$ cat config.mk
export PLATFORM = sky130hd
export DESIGN_NAME = evt_counter_bank
export DESIGN_NICKNAME = d
export VERILOG_FILES = /design/src/rtl/ecb_pkg.sv /design/src/rtl/ecb_decode.sv /design/src/rtl/ecb_counters.sv /design/src/rtl/evt_counter_bank.sv
export SDC_FILE = /design/constraint.sdc
export NUM_CORES = 1
export LEC_CHECK = 0
export CAP_MARGIN = 20
export CORE_UTILIZATION = 35
export CTS_BUF_LIST = sky130_fd_sc_hd__clkbuf_2
export DETAILED_ROUTE_END_ITERATION = 7
export SLEW_MARGIN = 10
export SYNTH_ARGS = -nofsm -noshare
export SYNTH_HDL_FRONTEND = slang
export SYNTH_SLANG_ARGS = --single-unit
$ cat constraint.sdc
create_clock -name clk -period 3.39 [get_ports clk]
set_input_delay 0.339 -clock clk [delete_from_list [all_inputs] [get_ports clk]]
set_output_delay 0.339 -clock clk [all_outputs]
set_load 0.1 [all_outputs]
$ cat src/rtl/ecb_pkg.sv
package ecb_pkg;

  localparam logic [11:0] OFS_EVT_BASE = 12'h400;
  localparam logic [11:0] OFS_FLT_BASE = 12'hA00;
  localparam logic [11:0] OFS_EN_SET   = 12'hC00;
  localparam logic [11:0] OFS_EN_CLR   = 12'hC20;
  localparam logic [11:0] OFS_IE_SET   = 12'hC40;
  localparam logic [11:0] OFS_IE_CLR   = 12'hC60;
  localparam logic [11:0] OFS_OVF_CLR  = 12'hC80;
  localparam logic [11:0] OFS_OVF_STAT = 12'hCC0;
  localparam logic [11:0] OFS_CONFIG   = 12'hE00;
  localparam logic [11:0] OFS_RUN      = 12'hE04;
  localparam logic [11:0] OFS_SUPP     = 12'hE20;
  localparam logic [11:0] OFS_IRQ_CTL  = 12'hE50;

  localparam int SPAN_BIT = 29;

  // Strobes from the decoder to the datapath, one register write per cycle.
  typedef struct packed {
    logic       wrCntLo;
    logic       wrCntHi;
    logic       wrEvt;
    logic       wrFilt;
    logic [5:0] idx;
    logic       enSet;
    logic       enClr;
    logic       ieSet;
    logic       ieClr;
    logic       ovfClr;
    logic       wrRun;
    logic       wrIrqCtl;
  } ecbStrobes_t;

endpackage

$ cat src/rtl/ecb_decode.sv
module ecb_decode
  import ecb_pkg::*;
#(
  parameter int NUM_CNT = 4,
  parameter int CNT_W = 32,
  parameter bit GLOBAL_FILTER = 1'b0,
  parameter bit HAS_MSI = 1'b0,
  parameter bit RELOC_CNT = 1'b0,
  parameter logic [127:0] SUPPORTED_EVT = 128'hFF
) (
  input  logic                          regWrEn,
  input  logic [11:0]                   regAddr,
  input  logic [NUM_CNT-1:0][CNT_W-1:0] cntVal,
  input  logic [NUM_CNT-1:0][15:0]      evtReg,
  input  logic [NUM_CNT-1:0]            spanReg,
  input  logic [NUM_CNT-1:0][31:0]      fltReg,
  input  logic [NUM_CNT-1:0]            cntEn,
  input  logic [NUM_CNT-1:0]            intEn,
  input  logic [NUM_CNT-1:0]            ovf,
  input  logic                          gEn,
  input  logic                          irqEn,
  output ecbStrobes_t                   str,
  output logic [31:0]                   regRdData
);

  localparam bool_wide = 0;
  localparam int WIDE = (CNT_W > 32) ? 1 : 0;
  localparam int STRIDE_SH = WIDE ? 3 : 2;
  localparam int IDX_W = (NUM_CNT > 1) ? $clog2(NUM_CNT) : 1;
  localparam logic [31:0] CFG_WORD = {8'h0, GLOBAL_FILTER, 1'b0, HAS_MSI, RELOC_CNT,
                                      6'h0, 6'(CNT_W - 1), 2'b0, 6'(NUM_CNT - 1)};

  logic        aligned;
  logic [9:0]  cntSlot;
  logic [5:0]  regSlot;
  logic [IDX_W-1:0] cSel;
  logic [IDX_W-1:0] rSel;
  logic        cntHit;
  logic        cntHi;
  logic        evtHit;
  logic        fltHit;
  logic [63:0] cntWide;

  always_comb begin
    aligned = (regAddr[1:0] == 2'b00);
    cntSlot = regAddr[11:2] >> (STRIDE_SH - 2);
    regSlot = regAddr[7:2];
    cSel    = IDX_W'(cntSlot);
    rSel    = IDX_W'(regSlot);
    cntHi   = (WIDE != 0) && regAddr[2];
    cntHit  = aligned && (regAddr[11:10] == 2'b00) && (cntSlot < 10'(NUM_CNT));
    evtHit  = aligned && (regAddr[11:8] == OFS_EVT_BASE[11:8]) && (regSlot < 6'(NUM_CNT));
    fltHit  = aligned && (regAddr[11:8] == OFS_FLT_BASE[11:8]) && (regSlot < 6'(NUM_CNT))
              && (!GLOBAL_FILTER || regSlot == 6'd0);
  end

  // Write strobes
  always_comb begin
    str = '0;
    if (regWrEn && aligned) begin
      str.idx      = (regAddr[11:10] == 2'b00) ? cntSlot[5:0] : regSlot;
      str.wrCntLo  = cntHit && !cntHi;
      str.wrCntHi  = cntHit && cntHi;
      str.wrEvt    = evtHit;
      str.wrFilt   = fltHit;
      str.enSet    = (regAddr == OFS_EN_SET);
      str.enClr    = (regAddr == OFS_EN_CLR);
      str.ieSet    = (regAddr == OFS_IE_SET);
      str.ieClr    = (regAddr == OFS_IE_CLR);
      str.ovfClr   = (regAddr == OFS_OVF_CLR);
      str.wrRun    = (regAddr == OFS_RUN);
      str.wrIrqCtl = (regAddr == OFS_IRQ_CTL);
    end
  end

  // Readback
  always_comb begin
    regRdData = '0;
    cntWide   = 64'(cntVal[cSel]);
    if (cntHit) begin
      regRdData = cntHi ? cntWide[63:32] : cntWide[31:0];
    end else if (evtHit) begin
      regRdData = '0;
      regRdData[15:0] = evtReg[rSel];
      regRdData[SPAN_BIT] = spanReg[rSel];
    end else if (fltHit) begin
      regRdData = fltReg[rSel];
    end else begin
      unique case (regAddr)
        OFS_EN_SET, OFS_EN_CLR:     regRdData = 32'(cntEn);
        OFS_IE_SET, OFS_IE_CLR:     regRdData = 32'(intEn);
        OFS_OVF_CLR, OFS_OVF_STAT:  regRdData = 32'(ovf);
        OFS_CONFIG:                 regRdData = CFG_WORD;
        OFS_RUN:                    regRdData = {31'h0, gEn};
        OFS_IRQ_CTL:                regRdData = {31'h0, irqEn};
        12'hE20:                    regRdData = SUPPORTED_EVT[31:0];
        12'hE24:                    regRdData = SUPPORTED_EVT[63:32];
        12'hE28:                    regRdData = SUPPORTED_EVT[95:64];
        12'hE2C:                    regRdData = SUPPORTED_EVT[127:96];
        default:                    regRdData = '0;
      endcase
    end
  end

endmodule

$ cat src/rtl/ecb_counters.sv
module ecb_counters
  import ecb_pkg::*;
#(
  parameter int NUM_CNT = 4,
  parameter int CNT_W = 32,
  parameter bit GLOBAL_FILTER = 1'b0
) (
  input  logic                          clk,
  input  logic                          rstN,
  input  ecbStrobes_t                   str,
  input  logic [31:0]                   wrData,
  input  logic [NUM_CNT-1:0]            evtStrobe,
  input  logic [NUM_CNT-1:0]            fltMatch,
  output logic [NUM_CNT-1:0][CNT_W-1:0] cntVal,
  output logic [NUM_CNT-1:0][15:0]      evtReg,
  output logic [NUM_CNT-1:0]            spanReg,
  output logic [NUM_CNT-1:0][31:0]      fltReg,
  output logic [NUM_CNT-1:0]            cntEn,
  output logic [NUM_CNT-1:0]            intEn,
  output logic [NUM_CNT-1:0]            ovf,
  output logic                          gEn,
  output logic                          irqEn,
  output logic                          irqOut
);

  localparam logic [CNT_W-1:0] ALL_ONES = {CNT_W{1'b1}};

  logic [NUM_CNT-1:0] wrapHit;
  logic [NUM_CNT-1:0] dMask;

  assign dMask = wrData[NUM_CNT-1:0];

  for (genvar n = 0; n < NUM_CNT; n++) begin : g_cnt
    logic        selHit;
    logic        swWrite;
    logic        effMatch;
    logic        incNow;
    logic [63:0] merged;

    assign selHit   = (str.idx == 6'(n));
    assign swWrite  = selHit && (str.wrCntLo || str.wrCntHi);
    assign effMatch = GLOBAL_FILTER ? fltMatch[0] : fltMatch[n];
    assign incNow   = gEn && cntEn[n] && evtStrobe[n] && effMatch;
    assign wrapHit[n] = incNow && !swWrite && (cntVal[n] == ALL_ONES);

    always_comb begin
      merged = 64'(cntVal[n]);
      if (str.wrCntLo) merged[31:0]  = wrData;
      if (str.wrCntHi) merged[63:32] = wrData;
    end

    always_ff @(posedge clk) begin
      if (!rstN) begin
        cntVal[n] <= '0;
      end else if (swWrite) begin
        cntVal[n] <= CNT_W'(merged);
      end else if (incNow) begin
        cntVal[n] <= cntVal[n] + 1'b1;
      end
    end

    always_ff @(posedge clk) begin
      if (!rstN) begin
        evtReg[n]  <= '0;
        spanReg[n] <= 1'b0;
      end else if (str.wrEvt && selHit) begin
        evtReg[n]  <= wrData[15:0];
        spanReg[n] <= wrData[SPAN_BIT];
      end
    end

    if (!GLOBAL_FILTER || n == 0) begin : g_flt
      always_ff @(posedge clk) begin
        if (!rstN) begin
          fltReg[n] <= '0;
        end else if (str.wrFilt && selHit) begin
          fltReg[n] <= wrData;
        end
      end
    end else begin : g_noflt
      assign fltReg[n] = '0;
    end
  end

  always_ff @(posedge clk) begin
    if (!rstN) begin
      cntEn <= '0;
      intEn <= '0;
      ovf   <= '0;
      gEn   <= 1'b0;
      irqEn <= 1'b0;
    end else begin
      cntEn <= (cntEn | (str.enSet ? dMask : '0)) & ~(str.enClr ? dMask : '0);
      intEn <= (intEn | (str.ieSet ? dMask : '0)) & ~(str.ieClr ? dMask : '0);
      ovf   <= (ovf & ~(str.ovfClr ? dMask : '0)) | wrapHit;
      if (str.wrRun)    gEn   <= wrData[0];
      if (str.wrIrqCtl) irqEn <= wrData[0];
    end
  end

  assign irqOut = irqEn && ((ovf & intEn) != '0);

endmodule

$ cat src/rtl/evt_counter_bank.sv
module evt_counter_bank
  import ecb_pkg::*;
#(
  parameter int NUM_CNT = 4,
  parameter int CNT_W = 32,
  parameter bit GLOBAL_FILTER = 1'b0,
  parameter bit HAS_MSI = 1'b0,
  parameter bit RELOC_CNT = 1'b0,
  parameter logic [127:0] SUPPORTED_EVT = 128'hFF
) (
  input  logic                    clk,
  input  logic                    rstN,
  input  logic                    regWrEn,
  input  logic [11:0]             regAddr,
  input  logic [31:0]             regWrData,
  output logic [31:0]             regRdData,
  input  logic [NUM_CNT-1:0]      evtStrobe,
  input  logic [NUM_CNT-1:0]      fltMatch,
  output logic [16*NUM_CNT-1:0]   evtSelOut,
  output logic [NUM_CNT-1:0]      fltSpanOut,
  output logic [32*NUM_CNT-1:0]   fltSidOut,
  output logic                    irqOut
);

  ecbStrobes_t                   str;
  logic [NUM_CNT-1:0][CNT_W-1:0] cntVal;
  logic [NUM_CNT-1:0][15:0]      evtReg;
  logic [NUM_CNT-1:0]            spanReg;
  logic [NUM_CNT-1:0][31:0]      fltReg;
  logic [NUM_CNT-1:0]            cntEn;
  logic [NUM_CNT-1:0]            intEn;
  logic [NUM_CNT-1:0]            ovf;
  logic                          gEn;
  logic                          irqEn;

  ecb_decode #(
    .NUM_CNT(NUM_CNT), .CNT_W(CNT_W), .GLOBAL_FILTER(GLOBAL_FILTER),
    .HAS_MSI(HAS_MSI), .RELOC_CNT(RELOC_CNT), .SUPPORTED_EVT(SUPPORTED_EVT)
  ) u_decode (
    .regWrEn(regWrEn), .regAddr(regAddr), .cntVal(cntVal), .evtReg(evtReg),
    .spanReg(spanReg), .fltReg(fltReg), .cntEn(cntEn), .intEn(intEn), .ovf(ovf),
    .gEn(gEn), .irqEn(irqEn), .str(str), .regRdData(regRdData)
  );

  ecb_counters #(
    .NUM_CNT(NUM_CNT), .CNT_W(CNT_W), .GLOBAL_FILTER(GLOBAL_FILTER)
  ) u_counters (
    .clk(clk), .rstN(rstN), .str(str), .wrData(regWrData), .evtStrobe(evtStrobe),
    .fltMatch(fltMatch), .cntVal(cntVal), .evtReg(evtReg), .spanReg(spanReg),
    .fltReg(fltReg), .cntEn(cntEn), .intEn(intEn), .ovf(ovf), .gEn(gEn),
    .irqEn(irqEn), .irqOut(irqOut)
  );

  for (genvar n = 0; n < NUM_CNT; n++) begin : g_out
    localparam int SRC = GLOBAL_FILTER ? 0 : n;
    assign evtSelOut[16*n +: 16] = evtReg[n];
    assign fltSpanOut[n]         = spanReg[SRC];
    assign fltSidOut[32*n +: 32] = fltReg[SRC];
  end

endmodule

==> metrics <==
Worst Max-Slew Pin Slew=1110 ps; Final Wtd Congestion=0.927; RR Endpoint=u_counters.ovf[0]; initial antenna violation count=2; Ports=284; Leakage=7.18 nW; die extent in x=222 um; asr flop ratio synth=0; layout cell share with drive strength beyond 1=0.162; Min-Delay Path Class=input pin to flip-flop; critical-path maximum fanout=23; Gate power share=0.060; die span in y=222 um; vias per cell=5.85; Final setup violation count=0; Rows=80; Vias=16990; Synth-to-Final Area Change=28.5%; postcts setup bufs=0; MaxCap Viol Count=0; Worst Hold Depth=3; 1st-iter DRT viols=1701; Switch Pwr=2.09 mW; Final Cycle Share=0.960; core area=47700 um2; synthesized cell area=16900 um2; Final nets=2292; die area=49200 um2; Mean Syn Cell Area=8.66 um2; cts bufs inserted=93; number of global-route vias before repair=16420; Pwr Total=7.52 mW; DR pass1 iterations=6; DP Cell Count=2750; HP Start=regWrData[31]; initial core utilization=0.354; worst r2r src=u_counters.cntVal[9]; Flop pwr share=0.528; RSZ-0062 raised after global routing=false; worst path required time=3050 ps; all-layer global routing usage=0.279; Setup crit start kind=input pin; R2R cell count=7; status=completed; Switching Fraction=0.278; largest net degree at the start of global routing=103; Synth Instances=1954; clock network power share=0.413; WL/cell=24.0 um; Slew Limit Fails=0; power density over the cells=346 nW/um2; Congestion Overflow GR=0; Max IR drop VDD=202 uV; Final Non-Filler Cells=2906; H-tree depth=3; Post-Synthesis Net Count=2013; Crit Path Category=input pin to output pin; P_int=5.43 mW; clk buf depth=3; clk_skew=112 ps; remaining antenna violation count=0; Synth cell types=64; CTS sink count=338; Reg2Reg Setup Slack=730 ps; clock period minus worst slack=3250 ps; WL final=69.6 mm; yosys warns=0; IO Port Bufs=283; clock latency on the worst-skew pair=1040 ps; sequential area share after synthesis=0.400; # DRC=0; Hold Vio Cnt, Final=0; EDFF count, synth=0; clk slew on worst S/H paths=100 ps; register bit total from synthesis=338; first-pass GRT wire length=105 mm; Critical Path AT=2910 ps; DP HPWL=48.8 mm; CTS tree=done; Fmax=0.307 GHz; Hold Path End=u_counters.fltReg[63]; CP Capture Type=output pin; ys flop type=dfxtp_1; clk root buf=clkbuf_2; Fin Setup TNS=0 ps; Rel. slew slack=0.259
metal layers:
metal | part of all wire | vias up | wire length [um] | global-route usage
met4 | 0.029 | 2 | 1990 | 0.104
li1 | - | 7694 | - | -
met2 | 0.45 | 846 | 31400 | 0.433
met1 | 0.42 | 8337 | 29200 | 0.372
met5 | 0.00019 | - | 13 | 0
met3 | 0.10 | 111 | 7050 | 0.0724
cell usage after synthesis, types with 3 or more instances:
library cell | instances | area share
and4_1 | 10 | 0.0052
mux4_2 | 81 | 0.11
nand3_1 | 162 | 0.048
and3_1 | 15 | 0.0055
a211oi_1 | 36 | 0.016
mux2_2 | 3 | 0.0020
or3b_2 | 4 | 0.0021
a22o_1 | 15 | 0.0078
a22oi_1 | 3 | 0.0013
or3_1 | 3 | 0.0011
nor3_1 | 24 | 0.0071
buf_1 | 18 | 0.0040
inv_1 | 17 | 0.0038
o21ai_1 | 8 | 0.0024
o21ai_0 | 203 | 0.060
and2_1 | 9 | 0.0033
o21a_1 | 4 | 0.0018
xor2_1 | 78 | 0.040
nor2b_1 | 3 | 0.0011
ha_1 | 4 | 0.0030
or4_1 | 9 | 0.0040
mux2i_1 | 30 | 0.018
nor4_2 | 3 | 0.0022
a31oi_1 | 7 | 0.0026
xnor2_1 | 40 | 0.021
and4_2 | 3 | 0.0018
nand2_1 | 259 | 0.057
nor4_1 | 30 | 0.011
clkbuf_1 | 119 | 0.026
o22ai_1 | 3 | 0.0011
dfxtp_1 | 338 | 0.40
buf_2 | 25 | 0.0074
o31ai_1 | 4 | 0.0018
nand4_1 | 58 | 0.021
nor2_1 | 97 | 0.022
a21oi_1 | 190 | 0.056
placed cells by master, fill, tap and decap left out, types with 4 or more instances in the layout:
master / instances
a211oi_1: 35
xor2_1: 78
o21ai_2: 5
dfxtp_1: 338
clkinv_1: 12
clkdlybuf4s50_1: 246
o21a_1: 4
and2_1: 9
and3_1: 15
bufinv_16: 4
a22o_1: 15
nor3_2: 4
ha_1: 4
a21oi_2: 10
nor2_1: 97
or3b_2: 4
a31oi_1: 7
a21oi_1: 180
nand4_1: 58
o21ai_1: 8
xnor2_1: 40
mux4_2: 81
clkbuf_2: 131
nand3_1: 161
nor4_1: 28
buf_12: 42
nor4_2: 4
o21ai_0: 198
and4_1: 10
nor3_1: 22
o31ai_1: 4
buf_4: 57
or4_1: 9
nand2_1: 259
mux2i_1: 30
inv_1: 17
critical path, stage by stage:
cell and delay, ps:
dlygate4sd3_1 540, buf_4 250, or3b_2 580, nor4_2 360, nand2_1 100, and3_1 190, nor3_2 300, buf_12 220
flip-flops by register name, indices dropped and copies added, names as in the netlist:
name	cells
u_counters.intEn	4
u_counters.gEn	1
u_counters.cntVal	128
u_counters.evtReg	64
u_counters.spanReg	4
u_counters.irqEn	1
u_counters.fltReg	128
u_counters.cntEn	4
u_counters.ovf	4
stage by stage:
stage	instance area, um2	util	setup slack, ps	hold slack (ps)
2_1_floorplan	17000	-	-173	460
3_3_place_gp	20900	0.437	219	457
3_5_place_dp	20900	0.437	135	460
4_1_cts	21700	0.455	31.8	81.5
5_1_grt	21700	0.455	25.0	134
6_report	21700	0.455	137	166
power groups by stage:
stage          Clock (mW)  Combinational [mW]  Sequential (mW)
4_1_cts              3.16               0.442             3.97
2_1_floorplan           0               0.226             4.06
5_1_grt              3.39               0.469             3.97
3_5_place_dp            0               0.438             4.06
6_report             3.10               0.448             3.97
3_3_place_gp            0               0.435             4.06
final cells by class:
| type | count | area [um2] |
|---|---|---|
| timing repair buffer | 349 | 3770 |
| clock inverter | 19 | 183 |
| inverter | 18 | 70.1 |
| clock buffer | 131 | 656 |
| multi-input combinational | 1433 | 9520 |
| fill | 4553 | 26000 |
| tap | 615 | 769 |
| sequential | 338 | 6770 |
| antenna | 3 | 7.51 |
kinds of logic after synthesis:
logic type	Yosys count	synth area share
simple gates	716	0.209
compound gates	481	0.156
flops	338	0.400
buf+inv	183	0.0440
xor+xnor	118	0.0611
mux	114	0.128
fa+ha+maj	4	0.00296
worst max path at each step:
stage                           from           end  slack, ps  cells past startpoint
after floorplan           regAddr[3]  regRdData[3]       -170                      7
after CTS                 regAddr[2]  regRdData[2]         30                      8
after global routing      regAddr[1]  regRdData[2]         20                      8
after global placement    regAddr[1]  regRdData[2]        220                      7
after detailed placement  regAddr[1]  regRdData[2]        140                      7
final                     regAddr[2]  regRdData[2]        140                      8
timing repair:
item	CTS	global route
endpoints found under the hold margin	51	0
setup endpoints to repair	0	2
hold buffers	3	0
resized for setup	0	2
Note: power is estimated with default switching activity, not from simulation.
